<file path="src/rtl/cfgwin_pkg.sv">
package cfgwin_pkg;

    localparam int unsigned CW     = 8;
    localparam int unsigned IDX_W  = 8;
    localparam int unsigned DEPTH  = 1 << IDX_W;

    localparam logic [IDX_W-1:0] LOCK_A_IDX = 8'hE7;
    localparam logic [CW-1:0]    LOCK_A_VAL = 8'hFE;
    localparam logic [IDX_W-1:0] LOCK_B_IDX = 8'hE8;
    localparam logic [CW-1:0]    LOCK_B_VAL = 8'hBE;
    localparam logic [CW-1:0]    CLOSED_VAL = 8'hFF;

    typedef enum logic [1:0] {
        RSP_IDLE   = 2'd0,
        RSP_DATA   = 2'd1,
        RSP_INDEX  = 2'd2,
        RSP_CLOSED = 2'd3
    } rsp_state_e;

    function automatic logic [CW-1:0] reset_value(input logic [IDX_W-1:0] idx);
        logic [CW-1:0] v;
        case (idx)
            8'hE0:      v = 8'h3C;
            8'hE2:      v = 8'h03;
            8'hE3:      v = 8'hFC;
            8'hE6:      v = 8'hDE;
            LOCK_A_IDX: v = LOCK_A_VAL;
            LOCK_B_IDX: v = LOCK_B_VAL;
            default:    v = '0;
        endcase
        return v;
    endfunction

    function automatic logic write_allowed(input logic [IDX_W-1:0] idx,
                                           input logic [CW-1:0]    val);
        logic ok;
        if (idx == LOCK_A_IDX)      ok = (val == LOCK_A_VAL);
        else if (idx == LOCK_B_IDX) ok = (val == LOCK_B_VAL);
        else                        ok = 1'b1;
        return ok;
    endfunction

endpackage

</file>
<file path="src/rtl/cfgwin_decode.sv">
module cfgwin_decode
    import cfgwin_pkg::*;
#(
    parameter int unsigned BUS_W = 16
) (
    input  logic              clk,
    input  logic              rst_n,
    input  logic              cfg_en,
    input  logic              bus_addr,
    input  logic              bus_wr,
    input  logic              bus_rd,
    input  logic [BUS_W-1:0]  bus_wdata,
    output logic [IDX_W-1:0]  idx_q,
    output logic [CW-1:0]     wbyte,
    output logic              data_we,
    output logic              data_re,
    output logic              idx_re,
    output logic              miss_re
);

    logic idx_we;

    assign wbyte   = bus_wdata[CW-1:0];
    assign idx_we  = cfg_en & bus_wr & ~bus_addr;
    assign data_we = cfg_en & bus_wr &  bus_addr;
    assign data_re = cfg_en & bus_rd &  bus_addr;
    assign idx_re  = cfg_en & bus_rd & ~bus_addr;
    assign miss_re = ~cfg_en & bus_rd;

    generate
        if (BUS_W > CW) begin : g_hi
            logic unused_hi;
            assign unused_hi = ^bus_wdata[BUS_W-1:CW];
        end
    endgenerate

    always_ff @(posedge clk or negedge rst_n) begin
        if (!rst_n)      idx_q <= '0;
        else if (idx_we) idx_q <= wbyte;
    end

    AST_IDX_LOAD: assert property (@(posedge clk) disable iff (!rst_n)
        (cfg_en && bus_wr && !bus_addr) |=> (idx_q == $past(bus_wdata[CW-1:0])));
    AST_IDX_KEEP_OFF: assert property (@(posedge clk) disable iff (!rst_n)
        (!cfg_en) |=> $stable(idx_q));

endmodule

</file>
<file path="src/rtl/cfgwin_store.sv">
module cfgwin_store
    import cfgwin_pkg::*;
(
    input  logic              clk,
    input  logic              rst_n,
    input  logic              we,
    input  logic [IDX_W-1:0]  idx,
    input  logic [CW-1:0]     wbyte,
    output logic [CW-1:0]     rbyte
);

    logic [CW-1:0] mem [DEPTH];
    logic          commit;

    assign commit = we & write_allowed(idx, wbyte);
    assign rbyte  = mem[idx];

    always_ff @(posedge clk or negedge rst_n) begin
        if (!rst_n) begin
            for (int i = 0; i < DEPTH; i++) mem[i] <= reset_value(IDX_W'(i));
        end else if (commit) begin
            mem[idx] <= wbyte;
        end
    end

    AST_LOCK_A_HOLD: assert property (@(posedge clk) disable iff (!rst_n)
        (we && idx == LOCK_A_IDX && wbyte != LOCK_A_VAL) |=> $stable(mem[LOCK_A_IDX]));
    AST_LOCK_B_HOLD: assert property (@(posedge clk) disable iff (!rst_n)
        (we && idx == LOCK_B_IDX && wbyte != LOCK_B_VAL) |=> $stable(mem[LOCK_B_IDX]));
    AST_OPEN_WRITE: assert property (@(posedge clk) disable iff (!rst_n)
        (we && idx != LOCK_A_IDX && idx != LOCK_B_IDX) |=> (mem[$past(idx)] == $past(wbyte)));

endmodule

</file>
<file path="src/rtl/cfgwin_top.sv">
module cfgwin_top
    import cfgwin_pkg::*;
#(
    parameter int unsigned BUS_W = 16
) (
    input  logic              clk,
    input  logic              rst_n,
    input  logic              cfg_en,
    input  logic              bus_addr,
    input  logic              bus_wr,
    input  logic              bus_rd,
    input  logic [BUS_W-1:0]  bus_wdata,
    output logic [CW-1:0]     bus_rdata,
    output logic              bus_rvalid
);

    logic [IDX_W-1:0] idx_q;
    logic [CW-1:0]    wbyte;
    logic [CW-1:0]    rbyte;
    logic             data_we, data_re, idx_re, miss_re;
    logic [CW-1:0]    cap_q;
    rsp_state_e       state_q, state_d;

    cfgwin_decode #(.BUS_W(BUS_W)) u_decode (
        .clk       (clk),
        .rst_n     (rst_n),
        .cfg_en    (cfg_en),
        .bus_addr  (bus_addr),
        .bus_wr    (bus_wr),
        .bus_rd    (bus_rd),
        .bus_wdata (bus_wdata),
        .idx_q     (idx_q),
        .wbyte     (wbyte),
        .data_we   (data_we),
        .data_re   (data_re),
        .idx_re    (idx_re),
        .miss_re   (miss_re)
    );

    cfgwin_store u_store (
        .clk   (clk),
        .rst_n (rst_n),
        .we    (data_we),
        .idx   (idx_q),
        .wbyte (wbyte),
        .rbyte (rbyte)
    );

    // next response state: any sampled read selects its answering state
    always_comb begin
        if (data_re)      state_d = RSP_DATA;
        else if (idx_re)  state_d = RSP_INDEX;
        else if (miss_re) state_d = RSP_CLOSED;
        else              state_d = RSP_IDLE;
    end

    always_ff @(posedge clk or negedge rst_n) begin
        if (!rst_n) begin
            state_q <= RSP_IDLE;
            cap_q   <= '0;
        end else begin
            state_q <= state_d;
            if (data_re)     cap_q <= rbyte;
            else if (idx_re) cap_q <= idx_q;
        end
    end

    always_comb begin
        unique case (state_q)
            RSP_IDLE:   begin bus_rvalid = 1'b0; bus_rdata = '0;         end
            RSP_DATA:   begin bus_rvalid = 1'b1; bus_rdata = cap_q;      end
            RSP_INDEX:  begin bus_rvalid = 1'b1; bus_rdata = cap_q;      end
            RSP_CLOSED: begin bus_rvalid = 1'b1; bus_rdata = CLOSED_VAL; end
            default:    begin bus_rvalid = 1'b0; bus_rdata = '0;         end
        endcase
    end

    AST_READ_ANSWERED: assert property (@(posedge clk) disable iff (!rst_n)
        bus_rd |=> bus_rvalid);
    AST_NO_SPURIOUS_VALID: assert property (@(posedge clk) disable iff (!rst_n)
        !bus_rd |=> !bus_rvalid);
    AST_CLOSED_ALL_ONES: assert property (@(posedge clk) disable iff (!rst_n)
        (bus_rd && !cfg_en) |=> (bus_rdata == CLOSED_VAL));

endmodule

</file>
<file path="config.mk">
export PLATFORM = sky130hd
export DESIGN_NAME = cfgwin_top
export DESIGN_NICKNAME = d
export VERILOG_FILES = /design/src/rtl/cfgwin_pkg.sv /design/src/rtl/cfgwin_decode.sv /design/src/rtl/cfgwin_store.sv /design/src/rtl/cfgwin_top.sv
export SDC_FILE = /design/constraint.sdc
export NUM_CORES = 2
export LEC_CHECK = 0
export BUFFER_PORTS_ARGS = -buffer_cell sky130_fd_sc_hd__buf_4
export CAP_MARGIN = 20
export CORE_MARGIN = 4
export CORE_UTILIZATION = 50
export DETAILED_ROUTE_END_ITERATION = 16
export MAX_ROUTING_LAYER = met4
export PLACE_DENSITY = 0.72
export SETUP_SLACK_MARGIN = 0.4
export SLEW_MARGIN = 0
export SYNTH_ARGS = -nofsm -noshare
export SYNTH_HDL_FRONTEND = slang
export SYNTH_HIERARCHICAL = 1
export SYNTH_SLANG_ARGS = --single-unit
</file>
<file path="constraint.sdc">
create_clock -name clk -period 6.9 [get_ports clk]
set_input_delay 0.69 -clock clk [delete_from_list [all_inputs] [get_ports clk]]
set_output_delay 0.69 -clock clk [all_outputs]
set_load 0.01 [all_outputs]
</file>
==> impl_metrics.ini <==
[routing]
firstDrtPassIters = 6
vias = 53300
drc_errors = 0
routedWlPerCell_um = 27.8
drt_wl_total_mm = 236
drt_iter0_drc = 4373
antenna_left = 0
via_per_inst = 6.29

[cts]
worst_skew_pair.late_latency_ns = 0.86
cts_buffers = 208
clkTransAtPathRegs_ns = 0.06
clkSinkCount = 2066
cts_resized = 0
cts_tree = built
cts_max_level = 4
cts_buffer_depth = 3
cts_root_buf = clkbuf_16

[floorplan]
num_rows = 160
io_pins = 31
dieArea_um2 = 198000
die_w_um = 445
start_util_pct = 50.3
die_h_um = 445
core-area_um2 = 190000

[logic_synthesis]
synth_top_area_share_pct = 53.3
synthDistinctLibCells = 45
syn_inst = 5949
synthFlopType = dfrtp_1
synth_edf_count = 0
syn_area_um2 = 95600
synth_area_leader_cell = dfrtp_1
synth_most_common_cell = dfrtp_1
ys_ff_latch = 2066
ys_warn_count = 6
synth_area_leaders = dfrtp_1, mux2_2, mux4_2
syn_nets = 5973
synthTopCellsByCount = dfrtp_1, mux2_2, mux4_2, clkbuf_1, a22oi_1
synth.avg_cell_area_um2 = 16.1
synth-async-reset-ratio_pct = 100
synth_seq_area_share_pct = 54.1

[sta]
rsz0062_at_grt = no
max_clock_freq_mhz = 234
worst_pin_slew_ns = 1.24
fin_crit_ns = 4.28
clock_skew_ns = 0.0474
setup_tns_ns = 0
setup_ws_ns = 2.62
setup_viol = 0
finalCritPeriodShare_pct = 62.0
relSlewSlack_pct = 17.4
maxSlewViolCount = 0
final_hold_viol_count = 0

[worst_setup_path]
cp-start-kind = flop
path_max_fanout = 73
path_buf_inv = 1
arrival_ns = 5.00
cp.required_ns = 7.61
path_cells = buf_12, mux4_2, a22oi_1, a21oi_1, o41ai_1, nand4_1, nand2_1, o21ai_1
crit_type = reg2reg
path_delay_family = compound AO/OA/AOI/OAI gates
setup.worst_path.end_class = flop
critPathMaxStageDelay_ns = 0.99
cp_slowest_cell = o41ai_1

[final_layout]
seqCellArea_um2 = 51700
area_growth_pct = 10.1
fin_nets = 5820
nFillCells = 14800
multi_input_area_um2 = 41700
drive_above_1_share_pct = 55.4

[placed_design]
dp_slack_ns = 2.65
hpwlAfterDp_mm = 139
portBuffers = 22
place.gp.congestion = 0.900

[grt]
grt_max_degree = 192
grt_pass1_wl_mm = 361
grtUsageTotal_pct = 24.6
antenna_found_initial = 4
overflow = 0
grt_pass1_vias = 56100

[power]
leakage_uw = 0.0480
total_power_uw = 28100
max-vdd-ir-drop_mv = 0.253
power_density_nw_per_um2 = 267

[worst_hold_path]
hold_path.class = in2reg

[job]
maxCapViolCount = 0

[outcome]
status = completed
[layer usage]
metal  track usage, %  wire [µm]  vias to the layer above
met5                -          0                        -
met4             9.10       9040                        0
met3             4.76      14800                      436
met2             36.9     111000                     1401
met1             33.7     101000                    29300
li1                 -          -                    22200
[cells in the final DEF (no fill, tap or decap), types with 3 or more instances in the layout]
cell type | netlist | layout
dfrtp_1 | 2035 | 2033
mux2_2 | 2033 | 2033
mux4_2 | 512 | 512
a22oi_1 | 256 | 256
clkbuf_16 | 0 | 213
a21oi_1 | 136 | 136
nor4_4 | 126 | 126
buf_4 | 31 | 105
nor2_2 | 66 | 65
clkbuf_8 | 0 | 53
clkbuf_1 | 344 | 48
nor2_1 | 48 | 47
nand2_1 | 45 | 45
clkinv_2 | 0 | 41
o41ai_1 | 32 | 31
dfstp_2 | 31 | 31
buf_12 | 0 | 26
or2_2 | 17 | 17
bufinv_16 | 0 | 13
nor2_4 | 10 | 12
nand2_2 | 11 | 11
mux2i_1 | 8 | 8
buf_8 | 0 | 8
nand4_1 | 8 | 8
o21ai_1 | 7 | 7
nor2b_1 | 9 | 7
mux2_1 | 7 | 7
diode_2 | 0 | 5
inv_1 | 4 | 4
clkinvlp_4 | 0 | 4
buf_16 | 0 | 4
nor3_1 | 4 | 4
nand3_1 | 4 | 4
inv_16 | 0 | 3
clkinv_8 | 0 | 3
inv_6 | 0 | 3
or3_2 | 0 | 3
[registers in the layout, indices dropped and copies added (netlist names)]
signal and count:
cap_q 8, u_decode/idx_q 8, u_store/mem 2048, state_q 2
[kinds of logic after synthesis]
group / Yosys count / share of synthesized area [%]
AO/OA/AOI/OAI: 434 / 3.09
multiplexers: 2560 / 36.2
adder cells (fa/ha/maj): 2 / 0.0262
buffers and inverters: 512 / 2.30
flip-flops: 2066 / 54.1
XOR/XNOR: 1 / 0.00917
AND/OR/NAND/NOR: 374 / 4.27
[path summary, 6_finish.rpt]
check / startpoint / to / slack (ns) / depth (start not counted)
worst min-delay path: bus_rd / state_q[0] / 0.28 / 3
worst max-delay path: u_decode/idx_q[0] / cap_q[4] / 2.62 / 8
worst min register to register: u_store/mem[761] / u_store/mem[761] / 0.50 / 1
worst max register to register: u_decode/idx_q[0] / cap_q[4] / 2.62 / 8
max in group asynchronous: rst_n / u_store/mem[994] / 4.32 / 4
min in group asynchronous: rst_n / u_store/mem[1741] / 0.43 / 2
[tightest hold or removal path, cell delays in order]
cell     delay (ns)
buf_4          0.13
and2b_2        0.17
a21o_1         0.10
[repair_timing]
item                                    in CTS  in global routing
endpoints found under the setup margin       0                  0
setup buffers                                0                  0
hold buffers                                 1                  0
endpoints found under the hold margin      107                  0
[stage by stage]
| step | area (µm²) | utilization (%) | std cells | hold WS (ns) |
|---|---|---|---|---|
| 2_1_floorplan | 95600 | - | 5949 | 0.394 |
| 3_5_place_dp | 98100 | 51.6 | 8092 | 0.482 |
| 3_3_place_gp | 98100 | 51.6 | 8091 | 0.470 |
| 5_1_grt | 105000 | 55.3 | 8482 | 0.256 |
| 4_1_cts | 105000 | 55.3 | 8475 | 0.224 |
| 6_report | 105000 | 55.3 | 8484 | 0.280 |
[report_power, final]
| part | internal, µW | switching (µW) | leakage [µW] |
|---|---|---|---|
| sequential | 12700 | 344 | 0.0286 |
| clock | 6720 | 4810 | 0.00348 |
| combinational | 1340 | 2150 | 0.0159 |
[layout make-up]
type	instances	area share, %
Antenna cell	5	0.0119
Clock buffer	314	5.93
Clock inverter	68	0.751
Inverter	4	0.0143
Multi-Input combinational cell	3371	39.7
Sequential cell	2066	49.2
Tap cell	2511	2.99
Timing Repair Buffer	145	1.48
(Power assumes the default switching activity.)
